### config.mk
export PLATFORM = sky130hd
export DESIGN_NAME = lpm_sequencer
export DESIGN_NICKNAME = d
export VERILOG_FILES = /design/src/rtl/lpm_pkg.sv /design/src/rtl/lpm_target.sv /design/src/rtl/lpm_settle.sv /design/src/rtl/lpm_wake_irq.sv /design/src/rtl/lpm_sequencer.sv
export SDC_FILE = /design/constraint.sdc
export NUM_CORES = 1
export LEC_CHECK = 0
export BUFFER_PORTS_ARGS = -buffer_cell sky130_fd_sc_hd__buf_4
export CAP_MARGIN = 20
export CORE_UTILIZATION = 52
export CTS_CLUSTER_DIAMETER = 80
export DETAILED_ROUTE_END_ITERATION = 10
export PLACE_DENSITY = 0.78
export SLEW_MARGIN = 20
export SYNTH_ARGS = -nofsm -noshare
export SYNTH_HDL_FRONTEND = slang
export SYNTH_SLANG_ARGS = --single-unit
### constraint.sdc
create_clock -name clk -period 2.15 [get_ports clk]
set_input_delay 0.215 -clock clk [delete_from_list [all_inputs] [get_ports clk]]
set_output_delay 0.215 -clock clk [all_outputs]
set_load 0.05 [all_outputs]
### src/rtl/lpm_pkg.sv
package lpm_pkg;

    // Software mode codes: bit 0 stops the oscillator, bit 1 stops the pump
    typedef enum logic [1:0] {
        MODE_ACTIVE   = 2'd0,
        MODE_OSC_OFF  = 2'd1,
        MODE_PUMP_OFF = 2'd2,
        MODE_FULL     = 2'd3
    } lpm_mode_e;

    typedef struct packed {
        logic      osc;
        logic      pump;
        lpm_mode_e sw_mode;
    } core_state_t;

endpackage

### src/rtl/lpm_target.sv
// Resolves the requested mode into the resources that should run.
module lpm_target
    import lpm_pkg::*;
(
    input  lpm_mode_e sw_mode,
    input  logic      hw_sleep,
    input  logic      acp_pin,
    input  logic      osc_q,
    output logic      osc_want,
    output logic      pump_want
);
    lpm_mode_e req;

    always_comb begin
        req       = hw_sleep ? MODE_FULL : sw_mode;
        osc_want  = ~req[0];
        // auto shutdown only bites when the core clock is already stopped
        pump_want = ~req[1] & ~(acp_pin & ~osc_q);
    end
endmodule

### src/rtl/lpm_settle.sv
// Counts pump settling cycles after the pump is re-enabled.
module lpm_settle #(
    parameter int SETTLE_CYC = 4500
) (
    input  logic clk,
    input  logic rst_n,
    input  logic pump_on,
    output logic tx_ready
);
    localparam int CW = $clog2(SETTLE_CYC + 1);

    logic [CW-1:0] cnt_d, cnt_q;

    always_comb begin
        if (!pump_on)
            cnt_d = CW'(SETTLE_CYC);
        else if (cnt_q != '0)
            cnt_d = cnt_q - 1'b1;
        else
            cnt_d = cnt_q;
    end

    always_ff @(posedge clk or negedge rst_n) begin
        if (!rst_n) cnt_q <= '0;
        else        cnt_q <= cnt_d;
    end

    assign tx_ready = pump_on & (cnt_q == '0);
endmodule

### src/rtl/lpm_wake_irq.sv
// Sticky wake-up interrupt, set on return to full power.
module lpm_wake_irq (
    input  logic clk,
    input  logic rst_n,
    input  logic full_on_q,
    input  logic full_on_d,
    input  logic int_ack,
    output logic irq
);
    logic irq_d, irq_q;

    always_comb begin
        irq_d = (full_on_d & ~full_on_q) | (irq_q & ~int_ack);
    end

    always_ff @(posedge clk or negedge rst_n) begin
        if (!rst_n) irq_q <= 1'b0;
        else        irq_q <= irq_d;
    end

    assign irq = irq_q;
endmodule

### src/rtl/lpm_sequencer.sv
module lpm_sequencer
    import lpm_pkg::*;
#(
    parameter int SETTLE_CYC = 4500
) (
    input  logic       clk,
    input  logic       rst_n,
    input  logic       sw_we,
    input  logic [1:0] sw_mode,
    input  logic       hw_sleep,
    input  logic       acp_pin,
    input  logic       pwrsave,
    input  logic       host_access,
    input  logic       rx_activity,
    input  logic       int_ack,
    output logic       osc_en,
    output logic       pump_en,
    output logic       bus_iso,
    output logic       rx_en,
    output logic       tx_ready,
    output logic       wake_irq,
    output logic [1:0] mode
);
    core_state_t s_d, s_q;
    logic        osc_want, pump_want;
    logic        iso_c, wake_c;

    lpm_target u_target (
        .sw_mode   (s_q.sw_mode),
        .hw_sleep  (hw_sleep),
        .acp_pin   (acp_pin),
        .osc_q     (s_q.osc),
        .osc_want  (osc_want),
        .pump_want (pump_want)
    );

    always_comb begin
        iso_c  = pwrsave & ~s_q.osc;
        wake_c = ~s_q.osc & (rx_activity | (host_access & ~iso_c));

        s_d = s_q;
        if (sw_we)
            s_d.sw_mode = lpm_mode_e'(sw_mode);
        else if (wake_c)
            s_d.sw_mode = MODE_ACTIVE;

        s_d.osc  = osc_want;
        // pump waits for a running oscillator whenever the oscillator is wanted
        s_d.pump = pump_want & (s_q.osc | ~osc_want);
    end

    always_ff @(posedge clk or negedge rst_n) begin
        if (!rst_n) begin
            s_q.osc     <= 1'b1;
            s_q.pump    <= 1'b1;
            s_q.sw_mode <= MODE_ACTIVE;
        end else begin
            s_q <= s_d;
        end
    end

    lpm_settle #(.SETTLE_CYC(SETTLE_CYC)) u_settle (
        .clk      (clk),
        .rst_n    (rst_n),
        .pump_on  (s_q.pump),
        .tx_ready (tx_ready)
    );

    lpm_wake_irq u_irq (
        .clk       (clk),
        .rst_n     (rst_n),
        .full_on_q (s_q.osc & s_q.pump),
        .full_on_d (s_d.osc & s_d.pump),
        .int_ack   (int_ack),
        .irq       (wake_irq)
    );

    assign osc_en  = s_q.osc;
    assign pump_en = s_q.pump;
    assign bus_iso = iso_c;
    assign rx_en   = 1'b1;
    assign mode    = {~s_q.pump, ~s_q.osc};
endmodule

# Word level (Yosys, flattened, before mapping)
# Index checks and enable logic that the tools add are counted.
# word_totals
out_inout_bits	8
reg_bits	18
elab_cells	37
inputBits	11
# op_classes
add_sub_neg	1
n_reduce_logical	3
eq_ne	1
muxes	5
bitwise	22
# ops
operator	count
$mux 13	2
$logic_not 13->1	1
$reduce_bool 13->1	1
$sub 13x1->13 const B	1
$and 1x1->1	11
$not 1->1	8
$mux 2	3
$or 1x1->1	3
$ne 2x1->1 const B	1
$reduce_bool 2->1	1

# Depth between registers and ports, before layout
# depth
word_depth	8
mapped_depth	7

# Modules after synthesis
# Synthesis repeated with hierarchy kept, for this count alone.
# unflattened
hier_cells	100
area_unflattened_um2	972.2
# by_module_without_submodules
mod	area_each_um2	instances	cells_each	seq_area_each_um2
lpm_settle	716.9	1	74	325.3
lpm_sequencer	190.2	1	19	102.6
lpm_wake_irq	45.0	1	4	25.0
lpm_target	20.0	1	3	0.0

# Worst setup path before layout
# OpenSTA, ideal clock, no wires.
# synth_timing
path_type	reg2out
start	reg u_settle.cnt_q[0]
end	out tx_ready
slack_ps	-7
n_path_buf	0
path_stages_with_launch	6
arrival_ps	1942
path_cell_list	dfrtp_1 inv_1 ha_1 or3b_2 nor4_4 and2_1
# synth_between
elab_chain_cells	2
# synth_lines
element	line_no	rtl
start: declaration	lpm_settle.sv:12	logic [CW-1:0] cnt_d, cnt_q;
start signal: assignment	lpm_settle.sv:25	else cnt_q <= cnt_d;
$logic_not 13->1	lpm_settle.sv:28	assign tx_ready = pump_on & (cnt_q == '0);
$and 1x1->1	lpm_settle.sv:28	
end: declaration	lpm_sequencer.sv:20	output logic tx_ready,
# No other way between the ends.

# Worst setup path after layout
# layout_timing
start	reg u_settle.cnt_q[3]
end	out tx_ready
# The elaborated chain is that of the path after synthesis.

==> results.txt <==
----------------------------------------------------
[Clock network]
  Worst-case clock buffer depth ... 2
  Clock latency at the later pin of the worst-skew pair ... roughly 0.30 ns
  Sinks on Clock Net ... 18
  H-tree depth reported by CTS ... 1
  Clock slew at reported path FFs ... roughly 0.1 ns
  TritonCTS buffer count ... 3
  CTS tree ... yes
  Root buffer cell ... sky130_fd_sc_hd__clkbuf_4

[Place]
  Detail Placement HPWL ... 1460 um
  Number of buffers added on ports ... 17
  Worst Setup Slack post-DPL ... roughly 0.11 ns
  Final estimated routing congestion in global placement ... between 0.7 and 0.8
  Dpl cells ... between 100 and 150

[Yosys]
  Number of instances in the synthesized netlist ... 93
  Leading register cell type out of synthesis ... sky130_fd_sc_hd__dfrtp_1
  Synth warn ... 0
  Number of enable flip-flop cells after synthesis ... 0
  Share of the yosys chip area belonging to registers ... 0.477
  Most frequently used cell type in the post-synthesis netlist ... sky130_fd_sc_hd__dfrtp_1
  Total of flip-flops plus latches after synthesis ... 18
  Top cell type's share of synthesized area ... 0.422
  Synthesized net count ... 106
  Average cell area after synthesis ... 10.2 sq um
  Fraction of registers with async set/reset ... 1.00
  Cell type contributing the most total cell area after synthesis ... sky130_fd_sc_hd__dfrtp_1
  Count of different cell masters after synthesis ... 36
  Cells taking the most area after synthesis ... sky130_fd_sc_hd__dfrtp_1 42%, sky130_fd_sc_hd__dfstp_2 5.5%, sky130_fd_sc_hd__or3_1 4.0%
  Commonest cells in the netlist ... 16 x sky130_fd_sc_hd__dfrtp_1, 6 x sky130_fd_sc_hd__a21oi_1, 6 x sky130_fd_sc_hd__inv_1, 6 x sky130_fd_sc_hd__or3_1, 5 x sky130_fd_sc_hd__nand2_1
  Cell area after technology mapping ... about 950 sq um

[Critical path]
  Reg-to-reg critical path startpoint ... u_settle.cnt_q[8]
  Worst endpoint required time ... 1.93 ns
  Classification of the worst setup path ... flip-flop to output port
  R2R cell count ... 5
  Reg-to-reg endpoint ... u_settle.cnt_q[12]
  Setup crit end kind ... output port
  Register-to-register setup slack ... 0.18 ns
  Critical Path AT ... 1.93 ns
  Maximum net fanout on the critical path ... 4
  Nature of the critical path startpoint ... flip-flop

[Global routing]
  Vias in the first global route ... 780
  Total grt overflow ... 0
  Antenna violations before repair ... 0
  Global routing usage summed across all routing layers ... 0.244
  First-pass GRT wire length ... 3390 um
  Largest net degree at the start of global routing ... 19

[Floorplan]
  Number of placement rows ... 15
  Core Box Area ... around 0.0017 sq mm
  Die footprint ... 0.00200 sq mm
  Ports ... 19
  Width of the chip ... between 40 and 50 um
  Initial core utilization ... 0.550
  Y dimension of the die ... 44.7 um

[Layout]
  Area of the multi-input gates ... approximately 460 sq um
  Area of all sequential standard cells ... 453 sq um
  Fin util ... 0.684
  Non-filler cells, final ... 141
  Final Net Count ... 130
  P&R area growth vs syn ... 24.4%
  Number of filler instances in the final layout ... 146
  Diodes inserted ... 0
  Fraction of layout cells with a size suffix above 1 ... 0.328

[Routing]
  Detail-routed via count per cell ... 5.51
  1st-pass router iterations ... 4
  # DRC ... 0
  Number of nets with antenna violations after routing ... 0
  Highest Signal Layer ... met4
  Sum of routed wire segments on met1 ... 823 um
  Met3 layer wire length in the routed design ... 55 um
  Total routed wirelength ... 2020 um
  Detailed router's first-iteration violation count ... 20
  Total vias in the final route ... 777
  Detail-routed net length per standard cell ... 14.3 um
  Detail Route met2 WL ... 1090 um

[STA]
  Tcrit/Tclk final ... 0.995
  Max-slew violations ... 0
  Setup violations, final ... 0
  Maximum clock frequency ... 467 MHz
  Hold violation count in the final report ... 0
  Post-layout minimum cycle time ... 2.14 ns
  Final TNS setup ... 0 ns
  Final clock skew ... 0.00422 ns
  Crit path setup slack, layout ... 0.00990 ns
  Worst hold margin ... 0.0499 ns
  Setup repair after global routing missed its margin ... true

[Power and ir drop]
  Power density over cell area ... between 500 and 600 mW/mm^2
  Leak pwr ... slightly below 0.5 nW
  Max IR drop VDD ... 522 uV

[Status]
  Run status ... complete, no violations

[Worst hold path]
  Launch instance of the worst min-delay path ... hw_sleep
  Cell depth of the worst min-delay path ... 2
  Class of the most critical hold timing path ... input pin to flip-flop
  Worst hold endpoint ... osc_en

[Run]
  Maxcap violations ... 0

----------------------------------------------------
[power breakdown]
part	internal, mW	total (mW)	switching, mW
logic	0.0444	0.117	0.0722
registers	0.353	0.367	0.0142
clock network	0.103	0.211	0.107
total	0.500	0.694	0.194
[timing repair]
action	in CTS	in global routing
endpoints found under the hold margin	16	0
setup endpoints to repair	1	1
pin swaps	3	0
gates resized for setup	4	2
hold buffers	1	0
buffers inserted	3	0
[kinds of logic after synthesis]
family	after synthesis	share of synthesized area
AO/OA/AOI/OAI	18	0.136
XOR/XNOR	3	0.0277
adder cells (fa/ha/maj)	2	0.0263
buffers and inverters	11	0.0553
flip-flops	18	0.477
multiplexers	2	0.0224
other	1	0.00395
AND/OR/NAND/NOR	38	0.252
[sequential cells by signal, summed over array words and instances, names as in the netlist]
name,count
osc_en,1
pump_en,1
s_q,2
u_irq.irq,1
u_settle.cnt_q,13
[layout make-up]
class / count / share of cell area
Multi-Input combinational cell: 64 / 0.386
Sequential cell: 18 / 0.383
Timing Repair Buffer: 23 / 0.151
Clock buffer: 4 / 0.0307
Tap cell: 25 / 0.0265
Inverter: 7 / 0.0222
[layout by cell type (no fill, tap or decap), drive strengths merged]
| cell | netlist | layout |
|---|---|---|
| buf | 2 | 22 |
| dfrtp | 16 | 16 |
| a21oi | 6 | 6 |
| or3 | 6 | 6 |
| inv | 6 | 6 |
| nand2 | 5 | 5 |
| nor2 | 4 | 4 |
| nor3 | 4 | 4 |
| nand2b | 4 | 4 |
| o21ai | 4 | 4 |
| nor4 | 4 | 4 |
| clkbuf | 2 | 4 |
| or4 | 4 | 4 |
| xnor2 | 3 | 3 |
| nand3 | 2 | 2 |
| a22o | 2 | 2 |
| ha | 2 | 2 |
| dfstp | 2 | 2 |
| o31ai | 2 | 2 |
| clkinv | 1 | 1 |
| or3b | 1 | 1 |
| and2 | 1 | 1 |
| a32o | 1 | 1 |
| o211ai | 1 | 1 |
| nor2b | 1 | 1 |
| a211oi | 1 | 1 |
| a21o | 1 | 1 |
| nor4b | 1 | 1 |
| or2 | 1 | 1 |
| mux2i | 1 | 1 |
| mux2 | 1 | 1 |
| conb | 1 | 1 |
| dlygate4sd3 | 0 | 1 |
[worst max-delay path: stages, from the launching register on]
cell,delay [ns]
sky130_fd_sc_hd__dfrtp_1,0.40
sky130_fd_sc_hd__or4_4,0.58
sky130_fd_sc_hd__nor4_4,0.30
sky130_fd_sc_hd__and2_2,0.19
sky130_fd_sc_hd__buf_6,0.15
[metrics by stage]
stage | power [mW] | cell area (sq um)
3_3_place_gp | 0.482 | 1100
2_1_floorplan | 0.443 | 951
5_1_grt | 0.729 | 1180
3_5_place_dp | 0.487 | 1100
4_1_cts | 0.700 | 1180
6_report | 0.694 | 1180
[metal layers]
layer,track usage,vias to the layer above
met5,0,-
met4,0.127,0
met3,0.0360,4
met2,0.432,17
met1,0.285,378
li1,-,378
[worst max path at each step]
| stage | start | to | slack (ns) | cells after the start |
|---|---|---|---|---|
| finish | u_settle.cnt_q[3] | tx_ready | 0.01 | 4 |
| detailed placement | u_settle.cnt_q[0] | tx_ready | 0.11 | 6 |
| floorplan | u_settle.cnt_q[0] | tx_ready | 0.11 | 5 |
| global placement | u_settle.cnt_q[0] | tx_ready | 0.17 | 6 |
| CTS | u_settle.cnt_q[4] | tx_ready | 0.02 | 4 |
| global route | u_settle.cnt_q[8] | tx_ready | -0.04 | 4 |
No activity file was read; power rests on OpenSTA's default activity.
